==> config.mk <==
export PLATFORM = sky130hd
export DESIGN_NAME = hit_energy_frontend
export DESIGN_NICKNAME = d
export VERILOG_FILES = /design/src/rtl/hef_pkg.sv /design/src/rtl/hef_channel.sv /design/src/rtl/hef_sum_tree.sv /design/src/rtl/hef_coinc.sv /design/src/rtl/hit_energy_frontend.sv
export SDC_FILE = /design/constraint.sdc
export NUM_CORES = 2
export LEC_CHECK = 0
export ABC_AREA = 1
export ABC_CLOCK_PERIOD_IN_PS = 5050
export CAP_MARGIN = 20
export CELL_PAD_IN_SITES_DETAIL_PLACEMENT = 0
export CELL_PAD_IN_SITES_GLOBAL_PLACEMENT = 2
export CORE_ASPECT_RATIO = 1.75
export CORE_UTILIZATION = 36
export CTS_CLUSTER_SIZE = 16
export DETAILED_ROUTE_END_ITERATION = 8
export DONT_BUFFER_PORTS = 1
export PLACE_DENSITY = 0.94
export SLEW_MARGIN = 20
export SYNTH_ARGS = -nofsm -noshare
export SYNTH_HDL_FRONTEND = slang
export SYNTH_SLANG_ARGS = --single-unit
==> constraint.sdc <==
create_clock -name clk -period 5.05 [get_ports clk]
set_clock_uncertainty 0.05 [all_clocks]
set_input_delay 0.2525 -clock clk [delete_from_list [all_inputs] [get_ports clk]]
set_output_delay 0.2525 -clock clk [all_outputs]
set_load 0.05 [all_outputs]
==> src/rtl/hef_pkg.sv <==
package hef_pkg;
  localparam int HEF_NCH   = 16;
  localparam int HEF_SW    = 14;
  localparam int HEF_OW    = 16;
  localparam int HEF_GROUP = 4;
endpackage

==> src/rtl/hef_channel.sv <==
module hef_channel #(
  parameter int SW = 14
) (
  input  logic          clk,
  input  logic          rst_n,
  input  logic          adv,
  input  logic [SW-1:0] sample,
  input  logic [SW-1:0] pedestal,
  input  logic [SW-1:0] threshold,
  output logic          hit_q,
  output logic [SW-1:0] energy_q
);
  logic [SW-1:0] net;
  logic          over;

  always_comb begin
    net  = (sample > pedestal) ? (sample - pedestal) : '0;
    over = (net > threshold);
  end

  always_ff @(posedge clk or negedge rst_n) begin
    if (!rst_n) begin
      hit_q    <= 1'b0;
      energy_q <= '0;
    end else if (adv) begin
      hit_q    <= over;
      energy_q <= over ? net : '0;
    end
  end

  AST_HIT_NONZERO: assert property (@(posedge clk) disable iff (!rst_n)
    hit_q |-> (energy_q != '0));
endmodule

==> src/rtl/hef_sum_tree.sv <==
module hef_sum_tree #(
  parameter int N     = 16,
  parameter int IW    = 14,
  parameter int OW    = 16,
  parameter int GROUP = 4
) (
  input  logic            clk,
  input  logic            rst_n,
  input  logic            adv,
  input  logic [N*IW-1:0] terms,
  output logic [OW-1:0]   sum_q
);
  localparam int NG = N / GROUP;
  localparam int GW = IW + $clog2(GROUP);
  localparam int TW = IW + $clog2(N);

  logic [NG*GW-1:0] part_flat;
  logic [TW-1:0]    total_d;
  logic [TW-1:0]    total_q;

  genvar g;
  generate
    for (g = 0; g < NG; g++) begin : g_grp
      logic [GW-1:0] psum_d;
      logic [GW-1:0] psum_q;
      always_comb begin
        psum_d = '0;
        for (int k = 0; k < GROUP; k++)
          psum_d = psum_d + GW'(terms[(g*GROUP+k)*IW +: IW]);
      end
      always_ff @(posedge clk or negedge rst_n) begin
        if (!rst_n)   psum_q <= '0;
        else if (adv) psum_q <= psum_d;
      end
      assign part_flat[g*GW +: GW] = psum_q;
    end
  endgenerate

  always_comb begin
    total_d = '0;
    for (int i = 0; i < NG; i++)
      total_d = total_d + TW'(part_flat[i*GW +: GW]);
  end

  always_ff @(posedge clk or negedge rst_n) begin
    if (!rst_n)   total_q <= '0;
    else if (adv) total_q <= total_d;
  end

  generate
    if (TW > OW) begin : g_sat
      localparam logic [TW-1:0] MAXV = TW'({OW{1'b1}});
      always_ff @(posedge clk or negedge rst_n) begin
        if (!rst_n)   sum_q <= '0;
        else if (adv) sum_q <= (total_q > MAXV) ? MAXV[OW-1:0] : total_q[OW-1:0];
      end
      AST_NO_OVERFLOW: assert property (@(posedge clk) disable iff (!rst_n)
        ($past(adv) && ($past(total_q) > MAXV)) |-> (sum_q == MAXV[OW-1:0]));
    end else begin : g_wide
      always_ff @(posedge clk or negedge rst_n) begin
        if (!rst_n)   sum_q <= '0;
        else if (adv) sum_q <= OW'(total_q);
      end
    end
  endgenerate
endmodule

==> src/rtl/hef_coinc.sv <==
module hef_coinc #(
  parameter int N  = 16,
  parameter int MW = 5
) (
  input  logic          clk,
  input  logic          rst_n,
  input  logic          adv,
  input  logic [N-1:0]  hits,
  input  logic [N-1:0]  mask,
  input  logic [MW-1:0] min_mult,
  output logic          flag_q
);
  logic [N-1:0]  masked;
  logic [MW-1:0] cnt_d;
  logic [MW-1:0] cnt_q;

  always_comb begin
    masked = hits & mask;
    cnt_d  = '0;
    for (int i = 0; i < N; i++)
      cnt_d = cnt_d + MW'(masked[i]);
  end

  always_ff @(posedge clk or negedge rst_n) begin
    if (!rst_n) begin
      cnt_q  <= '0;
      flag_q <= 1'b0;
    end else if (adv) begin
      cnt_q  <= cnt_d;
      flag_q <= (cnt_q >= min_mult);
    end
  end
endmodule

==> src/rtl/hit_energy_frontend.sv <==
module hit_energy_frontend #(
  parameter int NCH   = hef_pkg::HEF_NCH,
  parameter int SW    = hef_pkg::HEF_SW,
  parameter int OW    = hef_pkg::HEF_OW,
  parameter int GROUP = hef_pkg::HEF_GROUP,
  localparam int MW   = $clog2(NCH + 1)
) (
  input  logic              clk,
  input  logic              rst_n,
  input  logic              in_valid,
  output logic              in_ready,
  input  logic [NCH*SW-1:0] in_samples,
  input  logic [NCH*SW-1:0] pedestals,
  input  logic [NCH*SW-1:0] thresholds,
  input  logic [NCH-1:0]    coinc_mask,
  input  logic [MW-1:0]     min_mult,
  output logic              out_valid,
  input  logic              out_ready,
  output logic [NCH-1:0]    out_hits,
  output logic [OW-1:0]     out_sum,
  output logic              out_coinc
);
  localparam int STAGES = 4;

  logic              adv;
  logic [STAGES-1:0] vld_q;
  logic [NCH-1:0]    hit_s1;
  logic [NCH*SW-1:0] energy_s1;
  logic [NCH-1:0]    hit_s2;
  logic [NCH-1:0]    hit_s3;
  logic              coinc_s3;

  assign adv       = !vld_q[STAGES-1] || out_ready;
  assign in_ready  = adv;
  assign out_valid = vld_q[STAGES-1];

  always_ff @(posedge clk or negedge rst_n) begin
    if (!rst_n)   vld_q <= '0;
    else if (adv) vld_q <= {vld_q[STAGES-2:0], in_valid};
  end

  genvar c;
  generate
    for (c = 0; c < NCH; c++) begin : g_ch
      hef_channel #(.SW(SW)) u_ch (
        .clk       (clk),
        .rst_n     (rst_n),
        .adv       (adv),
        .sample    (in_samples[c*SW +: SW]),
        .pedestal  (pedestals[c*SW +: SW]),
        .threshold (thresholds[c*SW +: SW]),
        .hit_q     (hit_s1[c]),
        .energy_q  (energy_s1[c*SW +: SW])
      );
    end
  endgenerate

  hef_sum_tree #(.N(NCH), .IW(SW), .OW(OW), .GROUP(GROUP)) u_sum (
    .clk   (clk),
    .rst_n (rst_n),
    .adv   (adv),
    .terms (energy_s1),
    .sum_q (out_sum)
  );

  hef_coinc #(.N(NCH), .MW(MW)) u_coinc (
    .clk      (clk),
    .rst_n    (rst_n),
    .adv      (adv),
    .hits     (hit_s1),
    .mask     (coinc_mask),
    .min_mult (min_mult),
    .flag_q   (coinc_s3)
  );

  always_ff @(posedge clk or negedge rst_n) begin
    if (!rst_n) begin
      hit_s2    <= '0;
      hit_s3    <= '0;
      out_hits  <= '0;
      out_coinc <= 1'b0;
    end else if (adv) begin
      hit_s2    <= hit_s1;
      hit_s3    <= hit_s2;
      out_hits  <= hit_s3;
      out_coinc <= coinc_s3;
    end
  end

  AST_HOLD_ON_STALL: assert property (@(posedge clk) disable iff (!rst_n)
    (out_valid && !out_ready) |=> (out_valid && $stable(out_hits) && $stable(out_sum) && $stable(out_coinc)));
  AST_STALL_BLOCKS_INPUT: assert property (@(posedge clk) disable iff (!rst_n)
    (out_valid && !out_ready) |-> !in_ready);
  AST_QUIET_SUM: assert property (@(posedge clk) disable iff (!rst_n)
    (out_valid && (out_hits == '0)) |-> (out_sum == '0));
  AST_COINC_RULE: assert property (@(posedge clk) disable iff (!rst_n)
    out_valid |-> (out_coinc == ($countones(out_hits & coinc_mask) >= int'(min_mult))));
  AST_EMPTY_READY: assert property (@(posedge clk) disable iff (!rst_n)
    !out_valid |-> in_ready);
endmodule

After elaboration in Yosys (flattened, before gate mapping)
Cells that the tools add are included.
Word-level totals
  bits in registers: 397
  input port bits: 697
  output and inout bits: 35
  word-level logic and storage cells: 161
Operators by class
  $add $sub $neg: 46
  $lt $le $gt $ge: 34
  muxes and demuxes: 33
  bitwise gates (word level): 1
  reduce and logical (&&, ||, !) cells: 2
Operators by type and width (count)
  $gt 14x14->1: 32
  $mux 14: 32
  $sub 14x14->14: 16
  $add 16x14->16: 8
  $add 5x1->5: 14
  $add 14x14->15: 4
  $add 18x16->18: 2
  $gt 18x16->1 const B: 1
  $add 16x16->17: 1
  $and 16x16->16: 1
  $mux 16: 1
  $ge 5x5->1: 1
  $add 1x1->2: 1
  $logic_not 1->1: 1
  $logic_or 1x1->1: 1

Longest topological paths before layout
  word-level depth: 16
  depth in mapped cells: 23
  gate-level depth less buffers: 23

Hierarchy
Synthesis repeated with hierarchy kept, for this count alone.
Second synthesis, totals
  cells, all modules: 7102
  area total of the unflattened synthesis: 46558.4 um^2
Modules (own cells, without submodules)
  hef_channel at g_ch[12].u_ch ...: times used 6, cells each 313, area an instance 2001.9 um^2, sequential area each 375.4 um^2
  hef_sum_tree: times used 1, cells each 1670, area an instance 11866.4 um^2, sequential area each 2452.4 um^2
  hef_channel at g_ch[4].u_ch ...: times used 6, cells each 318, area an instance 1963.1 um^2, sequential area each 375.4 um^2
  hef_channel at g_ch[0].u_ch ...: times used 2, cells each 320, area an instance 1966.9 um^2, sequential area each 375.4 um^2
  hit_energy_frontend: times used 1, cells each 229, area an instance 2140.8 um^2, sequential area each 1326.3 um^2
  hef_channel at g_ch[11].u_ch: times used 1, cells each 335, area an instance 2026.9 um^2, sequential area each 375.4 um^2
  hef_channel at g_ch[13].u_ch: times used 1, cells each 335, area an instance 2004.4 um^2, sequential area each 375.4 um^2
  hef_coinc: times used 1, cells each 107, area an instance 795.8 um^2, sequential area each 150.1 um^2

Worst setup path before layout
Ideal clock, no wire load.
  path kind: flip-flop to flip-flop
  start point: register g_ch[0].u_ch.hit_q
  end point: register u_coinc.cnt_q[1]
  data arrival time: 3878 ps
  setup slack: 1040 ps
  cell stages (with the launch flop): 14
  period minus slack after synthesis: 4010 ps
  path through: dfrtp_1 nand2_1 inv_1 ha_1 inv_1 fa_1 fa_1 fa_1 inv_1 fa_1 fa_1 inv_1 fa_1 o21ai_0
On the way
  longest elaborated chain between the ends: 16
Ends and longest elaborated chain
  start: declaration: RTL line hef_channel.sv:10  | output logic hit_q,
  start signal: assignment: RTL line hef_channel.sv:26  | hit_q <= over;
  $and 16x16->16: RTL line hef_coinc.sv:18  | masked = hits & mask;
  $add 1x1->2: RTL line hef_coinc.sv:21  | cnt_d = cnt_d + MW'(masked[i]);
  $add 5x1->5 (14 in series): RTL line hef_coinc.sv:21
  end signal: assignment: RTL line hef_coinc.sv:29  | cnt_q <= cnt_d;
  end: declaration: RTL line hef_coinc.sv:15  | logic [MW-1:0] cnt_q;
Every way passes these cells.
A chain may end at the register's enable or synchronous reset.

Final worst setup path
  start point: register g_ch[0].u_ch.hit_q
  end point: register u_coinc.cnt_q[0]
On the way
  longest elaborated chain between the ends: 16
Ends and longest elaborated chain
  $and 16x16->16: RTL line hef_coinc.sv:18
  $add 1x1->2: RTL line hef_coinc.sv:21
  $add 5x1->5 (14 in series): RTL line hef_coinc.sv:21
  named net u_coinc.cnt_d[0]: RTL line hef_coinc.sv:14  | logic [MW-1:0] cnt_d;
The timed path passes the listed nets, and every way through them passes these cells.

==> impl_metrics.prom <==
# TYPE chip_impl_metric gauge
chip_impl_metric{name="io-pin-count",unit=""} 732
chip_impl_metric{name="vdd.ir_drop.worst",unit="mV"} 0.1957
chip_impl_metric{name="syn_inst",unit=""} 7227
chip_impl_metric{name="cp_data_arrival_time",unit="ns"} 4.79
chip_impl_metric{name="drt_first_pass_iters",unit=""} 5
chip_impl_metric{name="design.die.area",unit="mm2"} 0.1298
chip_impl_metric{name="drive_above_1_share",unit="%"} 2.560
chip_impl_metric{name="placeable_core_region",unit="mm2"} 0.1271
chip_impl_metric{name="synth_cell_type_count",unit=""} 43
chip_impl_metric{name="worstSkewPairLatency",unit="ns"} 0.60
chip_impl_metric{name="async_reset_ff_share",unit="%"} 100.0
chip_impl_metric{name="initialDrtViolationCount",unit=""} 1867
chip_impl_metric{name="min_period_over_period",unit="%"} 86.41
chip_impl_metric{name="cap_viol_max_count",unit=""} 0
chip_impl_info{name="hold_path_class",value="in -> async"} 1
chip_impl_info{name="synth_top_family_by_area",value="simple AND/OR/NAND/NOR gates"} 1
chip_impl_metric{name="synthesis.area",unit="mm2"} 0.04618
chip_impl_metric{name="layout.filler_cells",unit=""} 13970
chip_impl_metric{name="synth_compound_gate_area_share",unit="%"} 9.000
chip_impl_metric{name="vias_in_the_first_global_route",unit=""} 42640
chip_impl_metric{name="p_sw_share",unit="%"} 46.28
chip_impl_info{name="layout.cells.most_common_list",value="2356 x sky130_fd_sc_hd__nand2_1, 1664 x sky130_fd_sc_hd__inv_1, 602 x sky130_fd_sc_hd__ha_1"} 1
chip_impl_metric{name="fp.dieH",unit="um"} 475.8
chip_impl_metric{name="hold_ws",unit="ns"} -0.6094
chip_impl_metric{name="cts_repair_resize_count",unit=""} 0
chip_impl_metric{name="fmax",unit="GHz"} 0.2292
chip_impl_metric{name="grt_antenna_before_repair",unit=""} 23
chip_impl_metric{name="viasPerCell",unit=""} 4.762
chip_impl_metric{name="die-width",unit="um"} 272.8
chip_impl_metric{name="max_slew.worst_pin.slew",unit="ns"} 1.403
chip_impl_metric{name="htree_levels",unit=""} 2
chip_impl_metric{name="pin_count_of_the_biggest_net_entering_global_routing",unit=""} 398
chip_impl_metric{name="floorplan.initialDensity",unit="%"} 36.35
chip_impl_metric{name="routed-via-count",unit=""} 42550
chip_impl_metric{name="route.final.wire_length",unit="um"} 151100
chip_impl_metric{name="groute.usage.overall",unit="%"} 22.98
chip_impl_metric{name="synth_fa_ha_area_share",unit="%"} 20.99
chip_impl_metric{name="post_cts_clock_slew_at_the_launch_and_capture_registers_of_the_worst_setup_and_hold_paths",unit="ns"} 0.07
chip_impl_metric{name="fin_cells",unit=""} 8935
chip_impl_metric{name="cts-hold-fix-buffers",unit=""} 16
chip_impl_metric{name="power.share.combinational",unit="%"} 45.3
chip_impl_metric{name="rows",unit=""} 173
chip_impl_metric{name="muxShareOfSynthArea",unit="%"} 0
chip_impl_metric{name="placement.setup.worst_slack",unit="ns"} 0.7542
chip_impl_metric{name="fin_setup_tns",unit="ns"} 0
chip_impl_metric{name="detailed_route_wire_length_per_cell",unit="um"} 16.91
chip_impl_metric{name="postSynthAreaPerCell",unit="um2"} 6.391
chip_impl_metric{name="place.gp.congestion",unit=""} 0.9371
chip_impl_metric{name="crit_fanout",unit=""} 2
chip_impl_metric{name="cts_inserted_buffers",unit=""} 43
chip_impl_metric{name="pwr_density_cell",unit="mW/mm2"} 306.6
chip_impl_metric{name="power_frac_seq",unit="%"} 31.7
chip_impl_metric{name="mappedNetlistNets",unit=""} 8634
chip_impl_metric{name="ys_ff_latch",unit=""} 397
chip_impl_metric{name="dpl.cell_count",unit=""} 8831
chip_impl_info{name="violated_checks",value="negative hold slack"} 1
chip_impl_metric{name="port_buffers",unit=""} 0
chip_impl_info{name="result_of_the_run",value="complete, but fails checks"} 1
chip_impl_metric{name="place_hpwl",unit="um"} 130100
chip_impl_info{name="layout.cells.most_common",value="sky130_fd_sc_hd__nand2_1"} 1
chip_impl_metric{name="areaGrowthSynthToFinish",unit="%"} 7.875
chip_impl_metric{name="yosys.area_share.xor_xnor",unit="%"} 3.338
chip_impl_metric{name="yosys.area_share.simple",unit="%"} 30.93
chip_impl_metric{name="hold_violations",unit=""} 397
chip_impl_metric{name="synth_edf_count",unit=""} 0
chip_impl_metric{name="power_frac_clock",unit="%"} 23.0
chip_impl_metric{name="leakagePower",unit="nW"} 29.81
chip_impl_metric{name="globalRoute.totalOverflow",unit=""} 0
chip_impl_metric{name="grt_first_pass_wirelength",unit="um"} 232500
chip_impl_info{name="cts.root.buffer_cell",value="sky130_fd_sc_hd__clkbuf_16"} 1
chip_impl_metric{name="slew-limit-headroom",unit="%"} 6.434
chip_impl_info{name="endpoint_kind",value="flip-flop"} 1
chip_impl_metric{name="final.setup.worst_slack",unit="ns"} 0.6862
chip_impl_metric{name="yosysWarnings",unit=""} 0
chip_impl_metric{name="cts-root-to-sink-buffers",unit=""} 3
chip_impl_metric{name="numClockSinks",unit=""} 397
chip_impl_metric{name="setup-violations-final",unit=""} 0
chip_impl_info{name="type_of_the_worst_setup_path",value="reg -> reg"} 1
chip_impl_metric{name="p_switching",unit="mW"} 7.069
chip_impl_metric{name="required_time_of_the_worst_setup_path",unit="ns"} 5.47
chip_impl_info{name="rsz0062_at_grt",value="no"} 1
chip_impl_metric{name="postRouteAntennaNets",unit=""} 0
chip_impl_info{name="synthFlopType",value="sky130_fd_sc_hd__dfrtp_1"} 1
chip_impl_metric{name="drc",unit=""} 0
chip_impl_metric{name="min_period",unit="ns"} 4.364
chip_impl_metric{name="timing.final.max_slew_violations",unit=""} 0
chip_impl_metric{name="power_report.internal_total",unit="mW"} 8.207
chip_impl_metric{name="num-nets-final",unit=""} 8637
chip_impl_info{name="critPathLaunchType",value="flip-flop"} 1
chip_impl_metric{name="synth_seq_area_share",unit="%"} 21.51
chip_impl_info{name="cts_tree",value="yes"} 1
## through the flow
step	utilization [%]	area [um2]	power, mW
floorplan	-	46180	9.721
global placement	37.85	48090	11.77
detailed placement	37.85	48090	11.87
CTS	39.20	49800	15.52
global route	39.20	49810	16.60
finish	39.21	49820	15.28
## synth_stat cells (5+ instances only)
cell type	count	area [um2]
sky130_fd_sc_hd__or2_2	5	31.28
sky130_fd_sc_hd__and2_1	12	75.07
sky130_fd_sc_hd__nor2_2	5	31.28
sky130_fd_sc_hd__a21boi_0	10	75.07
sky130_fd_sc_hd__o21bai_1	39	292.8
sky130_fd_sc_hd__a21oi_1	320	1602
sky130_fd_sc_hd__nand2_2	18	112.6
sky130_fd_sc_hd__o21ai_0	290	1451
sky130_fd_sc_hd__o21ai_1	7	35.03
sky130_fd_sc_hd__nor2_4	28	315.3
sky130_fd_sc_hd__nand4_1	92	575.6
sky130_fd_sc_hd__nand2_1	2356	8843
sky130_fd_sc_hd__fa_1	108	2162
sky130_fd_sc_hd__clkbuf_1	43	161.4
sky130_fd_sc_hd__xor2_1	92	805.8
sky130_fd_sc_hd__o211ai_1	14	105.1
sky130_fd_sc_hd__a21oi_4	11	178.9
sky130_fd_sc_hd__nor3_1	58	290.3
sky130_fd_sc_hd__a21oi_2	16	140.1
sky130_fd_sc_hd__nand3_1	328	1642
sky130_fd_sc_hd__nand3_2	6	60.06
sky130_fd_sc_hd__nor3b_1	8	60.06
sky130_fd_sc_hd__buf_2	19	95.09
sky130_fd_sc_hd__a31oi_1	24	150.1
sky130_fd_sc_hd__xnor2_1	84	735.7
sky130_fd_sc_hd__ha_1	602	7532
sky130_fd_sc_hd__o22ai_1	7	43.79
sky130_fd_sc_hd__inv_1	1665	6250
sky130_fd_sc_hd__nand3b_1	47	352.8
sky130_fd_sc_hd__dfrtp_1	397	9935
sky130_fd_sc_hd__nor2_1	485	1821
## final timing paths
kind / from / to / slack [ns] / depth (start not counted)
setup / recovery: g_ch[0].u_ch.hit_q / u_coinc.cnt_q[0] / 0.69 / 13
hold / removal: rst_n / g_ch[7].u_ch.energy_q[12] / -0.61 / 0
setup reg to reg: g_ch[0].u_ch.hit_q / u_coinc.cnt_q[0] / 0.69 / 13
hold reg to reg: u_sum.total_q[11] / u_sum.total_q[11] / 0.42 / 2
max in group asynchronous: rst_n / g_ch[9].u_ch.energy_q[13] / 4.50 / 0
min in group clk: pedestals[211] / g_ch[15].u_ch.energy_q[1] / 0.04 / 4
## power groups by stage
stage	combinational, mW	clock, mW	sequential (mW)
2_1_floorplan	5.11	0	4.61
3_3_place_gp	6.87	0	4.91
3_5_place_dp	6.96	0	4.92
4_1_cts	7.04	3.62	4.86
5_1_grt	7.96	3.72	4.92
6_report	6.92	3.51	4.84
## cell type report
class                           instances  area (um2)  share of cell area (%)
Clock buffer                           53        1205                   2.418
Clock inverter                         27       346.6                  0.6956
Inverter                             1671        6300                   12.64
Antenna cell                            8       20.02                 0.04018
Sequential cell                       397        9935                   19.94
Tap cell                             1662        2079                   4.174
Multi-Input combinational cell       5092       29680                   59.58
Timing Repair Buffer                   25       252.7                  0.5073
## timing repair
action,in CTS,in global routing
endpoints found under the setup margin,0,0
setup buffers,0,0
endpoints found under the hold margin,412,397
## cell families (layout without fill, tap and decap cells)
logic type / after synthesis / count (layout)
other: 0 / 8
DFF: 397 / 397
and+or+nand+nor: 3457 / 3457
buffers and inverters: 1738 / 1776
adders and majority gates: 710 / 710
AOI/OAI and AO/OA: 749 / 749
xor gates and xnor gates: 176 / 176
## critical path: stages (launching register included)
cell and delay [ns]:
sky130_fd_sc_hd__dfrtp_1 0.38, sky130_fd_sc_hd__nand2_1 0.07, sky130_fd_sc_hd__inv_1 0.06, sky130_fd_sc_hd__ha_1 0.30, sky130_fd_sc_hd__inv_1 0.06, sky130_fd_sc_hd__fa_1 0.52, sky130_fd_sc_hd__fa_1 0.52, sky130_fd_sc_hd__fa_1 0.55
sky130_fd_sc_hd__inv_1 0.06, sky130_fd_sc_hd__fa_1 0.51, sky130_fd_sc_hd__fa_1 0.47, sky130_fd_sc_hd__dlygate4sd3_1 0.56, sky130_fd_sc_hd__nand2_1 0.06, sky130_fd_sc_hd__o21ai_0 0.07
## registers in the layout, indices dropped and copies added, names as in the netlist
name	count
g_ch.u_ch.energy_q	224
g_ch.u_ch.hit_q	16
hit_s2	16
hit_s3	16
out_coinc	1
out_hits	16
u_coinc.cnt_q	5
u_coinc.flag_q	1
u_sum.g_grp.psum_q	64
u_sum.sum_q	16
u_sum.total_q	18
vld_q	4
## routing by layer
layer  wire, um  vias up  GRT usage (%)
met5        172        -              0
met4       4682       26          6.783
met3       7251      171          4.015
met1      57830    19330          24.25
li1           -    22230              -
met2      81140      794          45.36
(Power assumes the default switching activity.)
